$ cat config.mk
export PLATFORM = sky130hd
export DESIGN_NAME = corr_err_filter
export DESIGN_NICKNAME = d
export VERILOG_FILES = /design/src/rtl/cef_pkg.sv /design/src/rtl/cef_table.sv /design/src/rtl/cef_ctrl.sv /design/src/rtl/corr_err_filter.sv
export SDC_FILE = /design/constraint.sdc
export NUM_CORES = 1
export LEC_CHECK = 0
export ABC_AREA = 1
export ABC_CLOCK_PERIOD_IN_PS = 7400
export CAP_MARGIN = 20
export CORE_MARGIN = 2
export CORE_UTILIZATION = 45
export DETAILED_ROUTE_END_ITERATION = 10
export PLACE_DENSITY = 0.66
export RECOVER_POWER = 50
export SYNTH_ARGS = -nofsm -noshare
export SYNTH_HDL_FRONTEND = slang
export SYNTH_SLANG_ARGS = --single-unit
$ cat constraint.sdc
create_clock -name clk -period 7.4 [get_ports clk]
set_input_delay 0.74 -clock clk [delete_from_list [all_inputs] [get_ports clk]]
set_output_delay 0.74 -clock clk [all_outputs]
set_load 0.02 [all_outputs]
$ cat src/rtl/cef_pkg.sv
package cef_pkg;
    localparam int CODE_W   = 16;
    localparam int FILT_BIT = 12;

    typedef enum logic [1:0] {
        TT_INSTR   = 2'b00,
        TT_DATA    = 2'b01,
        TT_GENERIC = 2'b10,
        TT_UNKNOWN = 2'b11
    } ttype_e;

    function automatic logic [1:0] map_ttype(input logic [1:0] raw);
        return (raw == TT_UNKNOWN) ? TT_GENERIC : raw;
    endfunction

    function automatic logic [CODE_W-1:0] make_code(input logic [1:0] tt, input logic filt);
        logic [CODE_W-1:0] c;
        c           = '0;
        c[1:0]      = 2'b01;
        c[3:2]      = tt;
        c[8]        = 1'b1;
        c[FILT_BIT] = filt;
        return c;
    endfunction
endpackage

$ cat src/rtl/cef_table.sv
module cef_table #(
    parameter int LINE_W     = 10,
    parameter int ENTRIES    = 8,
    parameter int POST_LIMIT = 3,
    localparam int CNT_W     = $clog2(POST_LIMIT + 1),
    localparam int RK_W      = (ENTRIES > 1) ? $clog2(ENTRIES) : 1
) (
    input  logic              clk,
    input  logic              rst_n,
    input  logic              clear,
    input  logic              upd,
    input  logic [LINE_W-1:0] line,
    output logic              hit,
    output logic [CNT_W-1:0]  hit_cnt
);
    logic              vld_q  [ENTRIES];
    logic [LINE_W-1:0] line_q [ENTRIES];
    logic [CNT_W-1:0]  cnt_q  [ENTRIES];
    logic [RK_W-1:0]   rank_q [ENTRIES];
    logic [ENTRIES-1:0] match;
    logic [RK_W-1:0]   hit_idx, vic_idx, tgt;
    logic              any_free;

    for (genvar g = 0; g < ENTRIES; g++) begin : g_match
        assign match[g] = vld_q[g] && (line_q[g] == line);
    end

    always_comb begin
        hit     = |match;
        hit_idx = '0;
        hit_cnt = '0;
        for (int i = 0; i < ENTRIES; i++) begin
            if (match[i]) begin
                hit_idx = RK_W'(i);
                hit_cnt = cnt_q[i];
            end
        end
    end

    // victim: lowest free slot, else the oldest rank
    always_comb begin
        any_free = 1'b0;
        vic_idx  = '0;
        for (int i = ENTRIES - 1; i >= 0; i--) begin
            if (rank_q[i] == RK_W'(ENTRIES - 1) && !any_free) vic_idx = RK_W'(i);
        end
        for (int i = ENTRIES - 1; i >= 0; i--) begin
            if (!vld_q[i]) begin
                any_free = 1'b1;
                vic_idx  = RK_W'(i);
            end
        end
        tgt = hit ? hit_idx : vic_idx;
    end

    always_ff @(posedge clk) begin
        if (!rst_n || clear) begin
            for (int i = 0; i < ENTRIES; i++) begin
                vld_q[i]  <= 1'b0;
                line_q[i] <= '0;
                cnt_q[i]  <= '0;
                rank_q[i] <= RK_W'(i);
            end
        end else if (upd) begin
            for (int i = 0; i < ENTRIES; i++) begin
                if (RK_W'(i) == tgt) begin
                    vld_q[i]  <= 1'b1;
                    line_q[i] <= line;
                    rank_q[i] <= '0;
                    if (!hit)
                        cnt_q[i] <= CNT_W'(1);
                    else if (cnt_q[i] < CNT_W'(POST_LIMIT))
                        cnt_q[i] <= cnt_q[i] + 1'b1;
                end else if (rank_q[i] < rank_q[tgt]) begin
                    rank_q[i] <= rank_q[i] + 1'b1;
                end
            end
        end
    end
endmodule

$ cat src/rtl/cef_ctrl.sv
module cef_ctrl
    import cef_pkg::*;
(
    input  logic              clk,
    input  logic              rst_n,
    input  logic              clear,
    input  logic              ev_valid,
    input  logic              post_req,
    input  logic [CODE_W-1:0] code_in,
    input  logic              log_ready,
    output logic              accept,
    output logic              ev_ready,
    output logic              log_valid,
    output logic [CODE_W-1:0] log_code
);
    typedef enum logic {S_IDLE, S_POST} state_e;
    state_e state_q, state_d;
    logic [CODE_W-1:0] code_q;

    always_ff @(posedge clk) begin
        if (!rst_n) state_q <= S_IDLE;
        else        state_q <= state_d;
    end

    always_comb begin
        state_d = state_q;
        unique case (state_q)
            S_IDLE: if (accept && post_req) state_d = S_POST;
            S_POST: if (log_ready)          state_d = S_IDLE;
        endcase
    end

    always_comb begin
        ev_ready  = 1'b0;
        log_valid = 1'b0;
        unique case (state_q)
            S_IDLE: ev_ready  = !clear;
            S_POST: log_valid = 1'b1;
        endcase
        accept   = ev_valid && ev_ready;
        log_code = code_q;
    end

    always_ff @(posedge clk) begin
        if (!rst_n)                  code_q <= '0;
        else if (accept && post_req) code_q <= code_in;
    end
endmodule

$ cat src/rtl/corr_err_filter.sv
module corr_err_filter
    import cef_pkg::*;
#(
    parameter int LINE_W     = 10,
    parameter int ENTRIES    = 8,
    parameter int POST_LIMIT = 3,
    localparam int CNT_W     = $clog2(POST_LIMIT + 1)
) (
    input  logic              clk,
    input  logic              rst_n,
    input  logic              clear,
    input  logic              ev_valid,
    output logic              ev_ready,
    input  logic [LINE_W-1:0] ev_line,
    input  logic              ev_uncorr,
    input  logic [1:0]        ev_ttype,
    output logic              log_valid,
    input  logic              log_ready,
    output logic [15:0]       log_code
);
    logic             accept, hit, post_req, filt;
    logic [CNT_W-1:0] hit_cnt, new_cnt;
    logic [CODE_W-1:0] code_in;

    cef_table #(.LINE_W(LINE_W), .ENTRIES(ENTRIES), .POST_LIMIT(POST_LIMIT)) i_table (
        .clk(clk), .rst_n(rst_n), .clear(clear),
        .upd(accept && !ev_uncorr), .line(ev_line),
        .hit(hit), .hit_cnt(hit_cnt)
    );

    always_comb begin
        new_cnt  = hit ? hit_cnt + 1'b1 : CNT_W'(1);
        post_req = ev_uncorr || !hit || (hit_cnt < CNT_W'(POST_LIMIT));
        filt     = !ev_uncorr && (new_cnt == CNT_W'(POST_LIMIT));
        code_in  = make_code(map_ttype(ev_ttype), filt);
    end

    cef_ctrl i_ctrl (
        .clk(clk), .rst_n(rst_n), .clear(clear), .ev_valid(ev_valid),
        .post_req(post_req), .code_in(code_in), .log_ready(log_ready),
        .accept(accept), .ev_ready(ev_ready), .log_valid(log_valid),
        .log_code(log_code)
    );
endmodule

==> impl_metrics.csv <==
group,metric,value,unit
status,status,"finished clean",
die,die_h,140,um
sta,slew_violations,0,
placement,portBuffers,24,
sta,fin_worst_skew,0.00873,ns
critical_path,cp.buffers_inverters,3,
logic_synthesis,synth_top_area_share,44.3,%
grt,grt_pass1_vias,6407,
placement,dp_worst_setup_slack,1.91,ns
final_layout,n_antenna_cell,0,
sta,tightest_slew,1.24,ns
placement,hpwl,16400,um
clock_tree,cts_buffer_depth,2,
logic_synthesis,syn_inst,1011,
grt,antenna_found_initial,0,
logic_synthesis,ys_types,48,
clock_tree,cts_hold_buf,0,
logic_synthesis,netlist_area,8330,um2
sta,slew_headroom,17.0,%
logic_synthesis,yosysWarnings,0,
power_and_ir_drop,comb_power_share,10.2,%
critical_path,start_kind,"input port",
logic_synthesis,async_flop_share,0,%
clock_tree,clock-sinks,133,
die,top_level_ports,36,
drt,detail-route-antenna-nets,0,
drt,via_count,6838,
sta,setup_tns,0,ns
die,initial_utilization,46.1,%
drt,viasPerCell,5.38,
clock_tree,clk_latency,0.43,ns
power_and_ir_drop,internal_power,1.42,mW
power_and_ir_drop,total_power,1.92,mW
sta,setup_slack,1.45,ns
sta,fmax,168,MHz
drt,wl_per_cell,17.3,um
clock_tree,clk_pin_slew,0.06,ns
clock_tree,clock-root-buffer,"clkbuf_16",
final_layout,layout_commonest_cell,"nand2_1",
grt,grt_max_degree,25,
power_and_ir_drop,seqPwrFrac,46.1,%
clock_tree,cts_resized,0,
sta,period_needed,5.95,ns
critical_path,critPathCaptureType,"flop",
clock_tree,cts_tree,"yes",
drt,drt_iter0_drc,725,
drt,drc,0,
critical_path,slowest_delay,0.86,ns
grt,grt_pass1_wl,34700,um
logic_synthesis,synth_flop_cell,"edfxtp_1",
final_layout,drive_above_1_share,7.40,%
power_and_ir_drop,leakage,4.05,nW
sta,finalCritPeriodShare,80.4,%
logic_synthesis,ys_seq_elements,133,
final_layout,finalNetCount,1080,
placement,dpl_cell_area,8650,um2
logic_synthesis,synth_edf_count,123,
critical_path,crit_arrival,6.06,ns
critical_path,path_cells,"dlygate4sd3_1 -> inv_1 -> or2_0 -> nand2_1 -> nor3_1 -> nand3_1 -> nand2_1 -> nor2_1 -> nand2_1 -> nor2_1 -> nand2_4 -> nand2_1 -> nand2_1 -> o21ai_0 -> nor3_1 -> a31oi_1 -> ha_1 -> nand2_1 -> clkinv_1 -> nand2_2 -> nand2_2 -> nand3_1",
critical_path,crit_top_cell,"nand2_1",
critical_path,slowest_stage,"dlygate4sd3_1",
critical_path,crit_family,"simple AND/OR/NAND/NOR gates",
logic_synthesis,ys_top_cells_by_area,"edfxtp_1 (44%), nand2_1 (10%), nor2_1 (6.6%)",
power_and_ir_drop,p_switching,0.500,mW
drt,wl,21900,um
clock_tree,cts_made_buffers,17,
power_and_ir_drop,p_clk_share,43.7,%
die,coreArea,18100,um2
sta,setup_viol,0,
critical_path,crit_fanout,16,
power_and_ir_drop,power_density,209,nW/um2
critical_path,criticalPathCategory,"in -> reg",
sta,rsz0062_at_grt,"false",
sta,hold_viol,0,
logic_synthesis,synth_area_leader_cell,"edfxtp_1",
placement,gp_congestion,0.972,
die,die_w,140,um
final_layout,final_cell_mix,"nand2_1 (227), nor2_1 (156), inv_1 (128), edfxtp_1 (123), nand3_1 (82)",
worst_hold_path,hold_path.class,"reg -> reg",
clock_tree,htree_num_levels,4,
clock_tree,post_cts_buffers,0,
final_layout,postLayoutCellArea,9170,um2
logic_synthesis,synth.avg_cell_area,8.24,um2
grt,grt-ovfl-total,0,
power_and_ir_drop,swShare,26.1,%
critical_path,worst_ep_required_time,7.51,ns
die,fp-row-count,49,
die,die_area,19600,um2
grt,grt_use_total,23.2,%
run,maxCapViolations,0,
power_and_ir_drop,irDropWorstVdd,0.175,mV
final_layout,area_delta_synth_final,10.1,%
drt,dr.pass1.iters,7,
logic_synthesis,ys_seq_area_share,46.7,%
## stage by stage
stage                     cells  utilization [%]  hold WS (ns)
final                      1270             50.7         0.460
after global routing       1270             50.7         0.502
after CTS                  1270             51.0         0.472
after detailed placement   1239             47.8         0.464
after global placement     1239             47.8         0.460
after floorplan            1021                -         0.454
## cell usage after synthesis, types with 3 or more instances
library cell and number:
clkinv_1 3, o22ai_1 5, nand2_1 223, clkbuf_1 6, edfxtp_1 123, nor4_1 6
nand3_1 81, nand3_2 4, inv_1 123, o2111ai_1 3, ha_1 33, nor3_1 19
nand2_4 3, o21ai_1 5, nor2_1 147, buf_6 5, buf_4 20, dfxtp_1 10
or2_2 11, xnor2_1 11, inv_2 18, xor2_1 15, nor2_2 9, o21ai_0 21
or2_1 12, and3_1 4, nand3b_1 4, or2_0 4, a21oi_1 19, nand2_2 13
nand4_1 20, buf_2 6, a31oi_1 5
## worst register-to-register path, delay by kind of cell (launching register included)
| family | cells | cell delay (ns) |
|---|---|---|
| DFF | 1 | 0.41 |
| adders and majority gates | 1 | 0.37 |
| and+or+nand+nor | 15 | 2.63 |
| buffers and inverters | 2 | 0.21 |
| AOI/OAI and AO/OA | 3 | 0.95 |
## area by class of cell
| type | instances | area, um2 |
|---|---|---|
| clock buffers | 17 | 425 |
| clock inverters | 14 | 153 |
| fillers | 1708 | 8920 |
| inverters | 144 | 541 |
| multi-input cells | 707 | 3620 |
| flip-flops and latches | 133 | 3890 |
| well taps | 229 | 287 |
| repair buffers | 26 | 248 |
## flip-flops by register name, indices dropped and copies added (netlist names)
| name | flops |
|---|---|
| i_table.vld_q | 8 |
| i_table.line_q | 80 |
| i_table.rank_q | 24 |
| i_ctrl.state_q | 1 |
| i_table.cnt_q | 16 |
| i_ctrl.log_code | 4 |
## cells by family after synthesis
group,share of synthesized area (%)
AND/OR/NAND/NOR,31.0
other,0.0450
XOR/XNOR,2.73
adder cells (fa/ha/maj),4.96
flip-flops,46.7
multiplexers,0.135
AO/OA/AOI/OAI,4.73
buffers and inverters,9.60
## final timing paths
kind / startpoint / end / slack [ns] / cells after the start
setup / recovery: ev_line[4] / i_table.rank_q[3][2]$_SDFFCE_PN0P_ / 1.45 / 22
hold / removal: i_ctrl.log_code[2]$_SDFFE_PN0P_ / i_ctrl.log_code[2]$_SDFFE_PN0P_ / 0.46 / 2
setup reg to reg: i_table.line_q[1][37]$_DFFE_PP_ / i_table.rank_q[3][2]$_SDFFCE_PN0P_ / 2.52 / 21
hold reg to reg: i_ctrl.log_code[2]$_SDFFE_PN0P_ / i_ctrl.log_code[2]$_SDFFE_PN0P_ / 0.46 / 2
## metal layers
metal  wire length [um]  up-vias  global-route usage, %
met1               9770     3212                   32.2
met5                  0        -                      0
met3               1690       40                   4.31
met4                562        0                   9.41
li1                   -     3343                      -
met2               9920      243                   36.2
## power groups by stage
stage	Combinational [mW]	Clock, mW	Sequential (mW)
after global routing	0.220	0.876	0.888
after floorplan	0.145	0	0.891
final	0.196	0.839	0.884
after detailed placement	0.195	0	0.899
after CTS	0.197	0.841	0.884
after global placement	0.195	0	0.899
Note: power is estimated with default switching activity, not from simulation.
